File: config.mk
export PLATFORM = sky130hd
export DESIGN_NAME = fdc_nmi_glue
export DESIGN_NICKNAME = d
export VERILOG_FILES = /design/src/rtl/fdc_glue_pkg.sv /design/src/rtl/fdc_ctl_reg.sv /design/src/rtl/fdc_nmi_edge.sv /design/src/rtl/fdc_nmi_glue.sv
export SDC_FILE = /design/constraint.sdc
export NUM_CORES = 1
export LEC_CHECK = 0
export ABC_AREA = 1
export CORE_AREA = 2 2 39 41
export DETAILED_ROUTE_END_ITERATION = 8
export DIE_AREA = 0 0 41 43
export GPL_TIMING_DRIVEN = 0
export PLACE_DENSITY = 0.68
export SKIP_CTS_REPAIR_TIMING = 1
export SYNTH_ARGS = -nofsm -noshare
export SYNTH_HDL_FRONTEND = slang
export SYNTH_SLANG_ARGS = --single-unit
File: constraint.sdc
create_clock -name clk -period 1.2 [get_ports clk]
set_input_delay 0.36 -clock clk [delete_from_list [all_inputs] [get_ports clk]]
set_output_delay 0.36 -clock clk [all_outputs]
set_load 0.01 [all_outputs]
File: src/rtl/fdc_glue_pkg.sv
package fdc_glue_pkg;

    localparam int CPU_DATA_W = 8;
    localparam int USED_W     = 6;
    localparam int DRV_W      = 3;

    typedef struct packed {
        logic [DRV_W-1:0] drv;
        logic             side;
        logic             single_den;
        logic             ctl_rst_n;
        logic             irq_en;
    } fdc_ctl_t;

endpackage

File: src/rtl/fdc_ctl_reg.sv
module fdc_ctl_reg
    import fdc_glue_pkg::*;
#(
    parameter int DATA_W = CPU_DATA_W,
    parameter int KEEP_W = USED_W,
    parameter bit GATED  = 1'b1
) (
    input  logic              clk,
    input  logic              rst_n,
    input  logic              wr_en,
    input  logic [DATA_W-1:0] wr_data,
    output logic [DATA_W-1:0] rd_data,
    output fdc_ctl_t          ctl
);

    localparam int                RST_BIT   = GATED ? 5 : 2;
    localparam logic [DATA_W-1:0] KEEP_MASK = DATA_W'((1 << KEEP_W) - 1);
    localparam logic [DATA_W-1:0] RESET_VAL = DATA_W'(1 << RST_BIT);

    typedef struct packed {
        logic [DATA_W-1:0] val;
    } reg_state_t;

    reg_state_t st_d, st_q;

    always_comb begin
        st_d = st_q;
        if (wr_en) begin
            st_d.val = wr_data & KEEP_MASK;
        end
    end

    always_ff @(posedge clk or negedge rst_n) begin
        if (!rst_n) begin
            st_q.val <= RESET_VAL;
        end else begin
            st_q <= st_d;
        end
    end

    assign rd_data = st_q.val;

    generate
        if (GATED) begin : g_gated
            assign ctl.ctl_rst_n  = st_q.val[5];
            assign ctl.irq_en     = ~st_q.val[4];
            assign ctl.single_den = st_q.val[3];
            assign ctl.side       = st_q.val[2];
            assign ctl.drv        = {1'b0, st_q.val[1:0]};
        end else begin : g_open
            assign ctl.single_den = st_q.val[5];
            assign ctl.side       = st_q.val[4];
            assign ctl.drv        = {st_q.val[3], st_q.val[1:0]};
            assign ctl.ctl_rst_n  = st_q.val[2];
            assign ctl.irq_en     = 1'b1;
        end
    endgenerate

    // a write becomes visible on the read-back in the next cycle
    a_r2_write_load: assert property (@(posedge clk) disable iff (!rst_n)
        wr_en |=> rd_data == ($past(wr_data) & KEEP_MASK));

    // without a write the register holds its value
    a_r2_hold: assert property (@(posedge clk) disable iff (!rst_n)
        !wr_en |=> $stable(rd_data));

    // the top bits always read 0
    a_r2_top_zero: assert property (@(posedge clk) disable iff (!rst_n)
        rd_data[DATA_W-1:KEEP_W] == '0);

endmodule

File: src/rtl/fdc_nmi_edge.sv
module fdc_nmi_edge #(
    parameter int N_REQ = 2
) (
    input  logic             clk,
    input  logic             rst_n,
    input  logic [N_REQ-1:0] req,
    input  logic             enable,
    output logic             nmi
);

    typedef struct packed {
        logic prev;
        logic pulse;
    } edge_state_t;

    edge_state_t st_d, st_q;
    logic        cond;

    assign cond = (|req) & enable;

    always_comb begin
        st_d       = st_q;
        st_d.pulse = cond & ~st_q.prev;
        st_d.prev  = cond;
    end

    always_ff @(posedge clk or negedge rst_n) begin
        if (!rst_n) begin
            st_q.prev  <= 1'b1;
            st_q.pulse <= 1'b0;
        end else begin
            st_q <= st_d;
        end
    end

    assign nmi = st_q.pulse;

    // a pulse lasts exactly one cycle
    a_r6_one_wide: assert property (@(posedge clk) disable iff (!rst_n)
        nmi |=> !nmi);

    // a pulse requires the condition low two edges back
    a_r6_needs_rise: assert property (@(posedge clk) disable iff (!rst_n)
        nmi |-> ($past(cond) && !$past(cond, 2)));

endmodule

File: src/rtl/fdc_nmi_glue.sv
module fdc_nmi_glue
    import fdc_glue_pkg::*;
#(
    parameter bit GATED = 1'b1
) (
    input  logic                  clk,
    input  logic                  rst_n,
    input  logic                  wr_en,
    input  logic [CPU_DATA_W-1:0] wr_data,
    output logic [CPU_DATA_W-1:0] rd_data,
    input  logic                  fdc_intr,
    input  logic                  fdc_dreq,
    output logic                  nmi_pulse,
    output logic                  fdc_rst_n,
    output logic [DRV_W-1:0]      drv_sel,
    output logic                  side_sel,
    output logic                  single_den
);

    fdc_ctl_t ctl;

    fdc_ctl_reg #(
        .DATA_W (CPU_DATA_W),
        .KEEP_W (USED_W),
        .GATED  (GATED)
    ) u_reg (
        .clk     (clk),
        .rst_n   (rst_n),
        .wr_en   (wr_en),
        .wr_data (wr_data),
        .rd_data (rd_data),
        .ctl     (ctl)
    );

    fdc_nmi_edge #(
        .N_REQ (2)
    ) u_edge (
        .clk    (clk),
        .rst_n  (rst_n),
        .req    ({fdc_dreq, fdc_intr}),
        .enable (ctl.irq_en),
        .nmi    (nmi_pulse)
    );

    assign fdc_rst_n  = ctl.ctl_rst_n;
    assign drv_sel    = ctl.drv;
    assign side_sel   = ctl.side;
    assign single_den = ctl.single_den;

    // a pulse needs at least one request sampled high at the edge before
    a_r5_req_seen: assert property (@(posedge clk) disable iff (!rst_n)
        nmi_pulse |-> $past(fdc_intr || fdc_dreq));

    generate
        if (GATED) begin : g_chk_gated
            // no pulse when the enable bit was set at the sampling edge
            a_r7_blocked: assert property (@(posedge clk) disable iff (!rst_n)
                nmi_pulse |-> !$past(rd_data[4]));
            // the reset line tracks register bit 5
            a_r9_rst_track: assert property (@(posedge clk) disable iff (!rst_n)
                fdc_rst_n == rd_data[5]);
        end else begin : g_chk_open
            // the reset line tracks register bit 2
            a_r9_rst_track: assert property (@(posedge clk) disable iff (!rst_n)
                fdc_rst_n == rd_data[2]);
        end
    endgenerate

endmodule

======== Word-level counts from Yosys, hierarchy flattened ========
Index checks and enable logic that the tools add are counted.
cells by class
  reduce and logical (&&, ||, !) cells .... 1
  bitwise logic cells ..................... 4
operators with widths
  cell                count
  1-bit AND           2
  1-bit NOT           2
  2-bit OR reduction  1
word-level totals
  output and inout port bits .............. 15
  register bits after elaboration ......... 8
  bits of input ports ..................... 13

======== Longest topological paths before layout ========
  depth after elaboration ................. 3
  depth in mapped cells ................... 3
  mapped depth without buffers ............ 2

======== Modules after synthesis ========
From an unflattened synthesis, not the netlist that was laid out.
unflattened totals
  cell total of the unflattened synthesis .. 41
  area total of the unflattened synthesis .. 365.4 um2
by module, submodules not included
  module        area an instance (um2)  times used  cells an instance
  fdc_ctl_reg   290.3                   1           35
  fdc_nmi_edge  75.1                    1           6

======== Least setup slack after synthesis ========
OpenSTA, ideal clock, no wires.
  kind .................................... register to output
  start ................................... register u_reg.st_q, in the netlist u_reg.rd_data[5]
  end ..................................... output port rd_data[5]
  stages on the path, launching flop included .. 2
  arrival ................................. 0.661 ns
  required time ........................... 0.840 ns
  buffers on the path ..................... 1
  setup slack ............................. 0.179 ns
  path through ............................ dfstp_2 buf_4
RTL lines
  what                    line                text
  from (decl)             fdc_ctl_reg.sv:24   reg_state_t st_d, st_q;
  from (signal assigned)  fdc_ctl_reg.sv:37   st_q <= st_d;
  to (decl)               fdc_nmi_glue.sv:10  output logic [CPU_DATA_W-1:0] rd_data,
No word-level cell between the ends.

======== Worst setup path after layout ========
  start ................................... register u_reg.st_q, in the netlist u_reg.rd_data[5]
  end ..................................... output port rd_data[5]
No word-level cell between the ends.

==> run summary <==
The initial utilization of the core area, before any placement, comes to 26.7%. Counting every sink on the clock net gives 8. The die width came out at 41 um. The number of port buffers came out at 22.

The clock-pin slew on the worst setup and hold paths is 50 ps. In the final design database the tool counted 81 nets. The cell with the largest stage delay on the worst path is sky130_fd_sc_hd__dfstp_2. For this run, asynchronously set or reset flops after synthesis account for 100%. The number of hold violations in the final report came out at 0. The DRC violation total after the first TritonRoute iteration came out at 2. The run finished, with violations left. The level count of the clock H-tree is 1. The per-instance average area after synthesis came out at 9.46 um^2. The longest clock path from root to sink contains 2 buffers. At the later pin of the worst-skew pair, clock insertion delay measures 250 ps. The synthesized cell area came out at 369 um^2. The final count of pins violating max slew was 0. The cell type contributing the most total cell area after synthesis is sky130_fd_sc_hd__dfrtp_1.

The synthesis-stage register bit count is 8. Wires add up to 680 um. The minimum clock period after layout is 1330 ps.

Across the VDD grid, the largest voltage drop is 0.586 mV. The die extent in y came out at 43 um. STA classifies the critical path endpoint as an output pin. The core footprint is ~1400 um^2.

Setup violations remaining at the end of the flow were counted as 6. The fraction of power spent switching nets came out at 24.4%. Setup repair after global routing could not meet its margin everywhere. After synthesis, flip-flops and latches occupy 54.9% of the total area. On the critical path the largest part of the delay comes from flip-flops.

The prevailing post-synth register cell is sky130_fd_sc_hd__dfrtp_1. The static power due to leakage is about 0.35 nW. Pin placement for this block handled 28 I/O pins. The cell sitting at the root of the clock tree is a sky130_fd_sc_hd__clkbuf_4. Sequential cells account for 45.0% of the total power.

In this run the worst hold path is classified as primary input to asynchronous set/reset pin. The critical path goes through buf_4 > buf_6. The number of max-cap violations came out at 0. The clock network accounts for approximately 28% of the total power. The portion of synthesized cell area occupied by the leading cell type is 40.7%. The largest net degree at the start of global routing is 11. The initial antenna violation count is 0.

0 antenna diodes ended up in the layout. For this run, the slowest stage of the critical path takes 530 ps. The detailed-route vias per instance is 3.84. The worst slack after detailed placement is -287 ps. The global-route wire length before repair is 1.03 mm.

The post-route DRC violation count came out at 0. The yosys synthesis warning count is 0. The fraction of layout cells with a size suffix above 1 came out at 37.9%. In this run the remaining antenna-violating nets after routing total 0. The overall via count from detail_route is 315.

The average wire per standard cell is 8.29 um. The via count of the first global-routing pass is 286. In this run the worst path has a maximum fanout of 3. Combinational logic is responsible for 27.0% of the overall power. In this run, CTS created clock tree buffers numbering 3. The number of flops mapped to enable cells by yosys is 0. The post-route fraction of the period consumed by the critical path is 111%. The total power came out at 706 uW. The total internal power is 534 uW. In the post-route analysis, the smallest setup slack over all paths is -128 ps. The die covers 1760 um^2. Counting distinct cell types in the post-synthesis netlist gives 12. The total half-perimeter wirelength after legalization and detailed placement came out at 494 um. The critical path is of the flip-flop to output pin type. The final reports fail on setup timing. The number of iterations in the first detailed-routing pass is 2. The power density over cell area is 1100 nW/um^2. The remaining global-route overflow came out at 0.

The global-route usage over all layers is 9.36%. Among all cell types in the netlist, the one instantiated most often is sky130_fd_sc_hd__buf_4. The worst setup path is launched from a flip-flop. Yosys attributes the largest share of cell area to sky130_fd_sc_hd__dfrtp_1, sky130_fd_sc_hd__buf_4, sky130_fd_sc_hd__dfstp_2, sky130_fd_sc_hd__inv_1, sky130_fd_sc_hd__nand2_1. Data on the critical path is required at its endpoint by 840 ps. In this run the critical register-to-register path is launched from u_reg.rd_data[5]. The maximum achievable frequency is 0.753 GHz. For the final database, setup skew stands at roughly 2.0 ps. The site row count came out at 14. Data on the critical path arrives at its endpoint at 970 ps. The critical path contains buffers and inverters numbering 2 combined. For this design the total switching power over the nets is 173 uW. The worst setup path startpoint is u_reg.rd_data[5]. TritonCTS built the clock tree. Sorting the synthesized cells by how often they occur yields sky130_fd_sc_hd__buf_4, sky130_fd_sc_hd__dfrtp_1, sky130_fd_sc_hd__inv_1, sky130_fd_sc_hd__nand2_1, sky130_fd_sc_hd__o21ai_1. The growth of design area from synthesis to finish is 73.6%.

At the end of routability-driven placement, the weighted congestion stood at 0.637. Counting every instance in the synthesized netlist gives 39.
## power groups by stage
stage	clock [mW]	combinational [mW]	sequential, mW
6_report	0.198	0.191	0.318
5_1_grt	0.228	0.212	0.321
4_1_cts	0.212	0.197	0.316
3_5_place_dp	0	0.196	0.321
3_3_place_gp	0	0.194	0.319
2_1_floorplan	0	0.0705	0.329
## through the flow
step                area (um^2)  cells  setup TNS [ps]  hold slack, ps  util (%)
floorplan                   377     41               0            64.4         -
global placement            617     79           -1260             442      44.6
detailed placement          617     79           -1400             450      44.6
CTS                         639     82           -4670             383      46.2
global route                641     82            -618             387      46.3
finish                      641     82            -354             379      46.3
## state kept, by name, indices dropped and copies added (netlist names)
name / cells
u_edge.nmi: 1
u_edge.st_q: 1
u_reg.rd_data: 6
## metal layers
layer  vias up  share of wire [%]  GRT usage, %
li1        160                  -             -
met1       134                 33          10.4
met2        21                 50          12.5
met3         0                 17          9.42
met4         0                  0          2.00
met5         -                  0             0
## worst paths after layout
path                            cells past startpoint  slack, ps          endpoint
worst max-delay path                                2       -130        rd_data[5]
worst min-delay path                                1        380  u_reg.rd_data[2]
worst max register to register                      2        460  u_reg.rd_data[5]
worst min register to register                      1        450    u_edge.st_q[1]
max in group asynchronous                           1        520    u_edge.st_q[1]
min in group clk                                    1        450    u_edge.st_q[1]
## layout make-up
type	instances	area, um^2
fill	140	743
clock buffer	3	22.5
timing repair buffer	22	206
tap	16	20.0
inverter	6	22.5
sequential	8	203
buffer	9	86.3
multi-input combinational	18	80.1
## cell usage in the layout (no fill, tap or decap)
cell,Yosys,routed
sky130_fd_sc_hd__clkdlybuf4s50_1,0,10
sky130_fd_sc_hd__o21ai_2,1,1
sky130_fd_sc_hd__inv_1,6,6
sky130_fd_sc_hd__nor3_1,1,1
sky130_fd_sc_hd__o21ai_0,2,2
sky130_fd_sc_hd__dlymetal6s2s_1,0,2
sky130_fd_sc_hd__clkbuf_2,0,5
sky130_fd_sc_hd__dfrtp_1,6,6
sky130_fd_sc_hd__conb_1,1,3
sky130_fd_sc_hd__buf_6,1,10
sky130_fd_sc_hd__dfstp_2,2,2
sky130_fd_sc_hd__nand2_1,6,6
sky130_fd_sc_hd__buf_4,8,4
sky130_fd_sc_hd__o21ai_1,3,3
sky130_fd_sc_hd__nor2_1,2,2
sky130_fd_sc_hd__clkbuf_4,0,3
## cell families after synthesis
kind of cell / synth area share (%)
AOI/OAI and AO/OA: 9.15
buffers and inverters: 25.4
DFF: 54.9
other: 1.02
and+or+nand+nor: 9.49
Note: power is estimated with default switching activity, not from simulation.
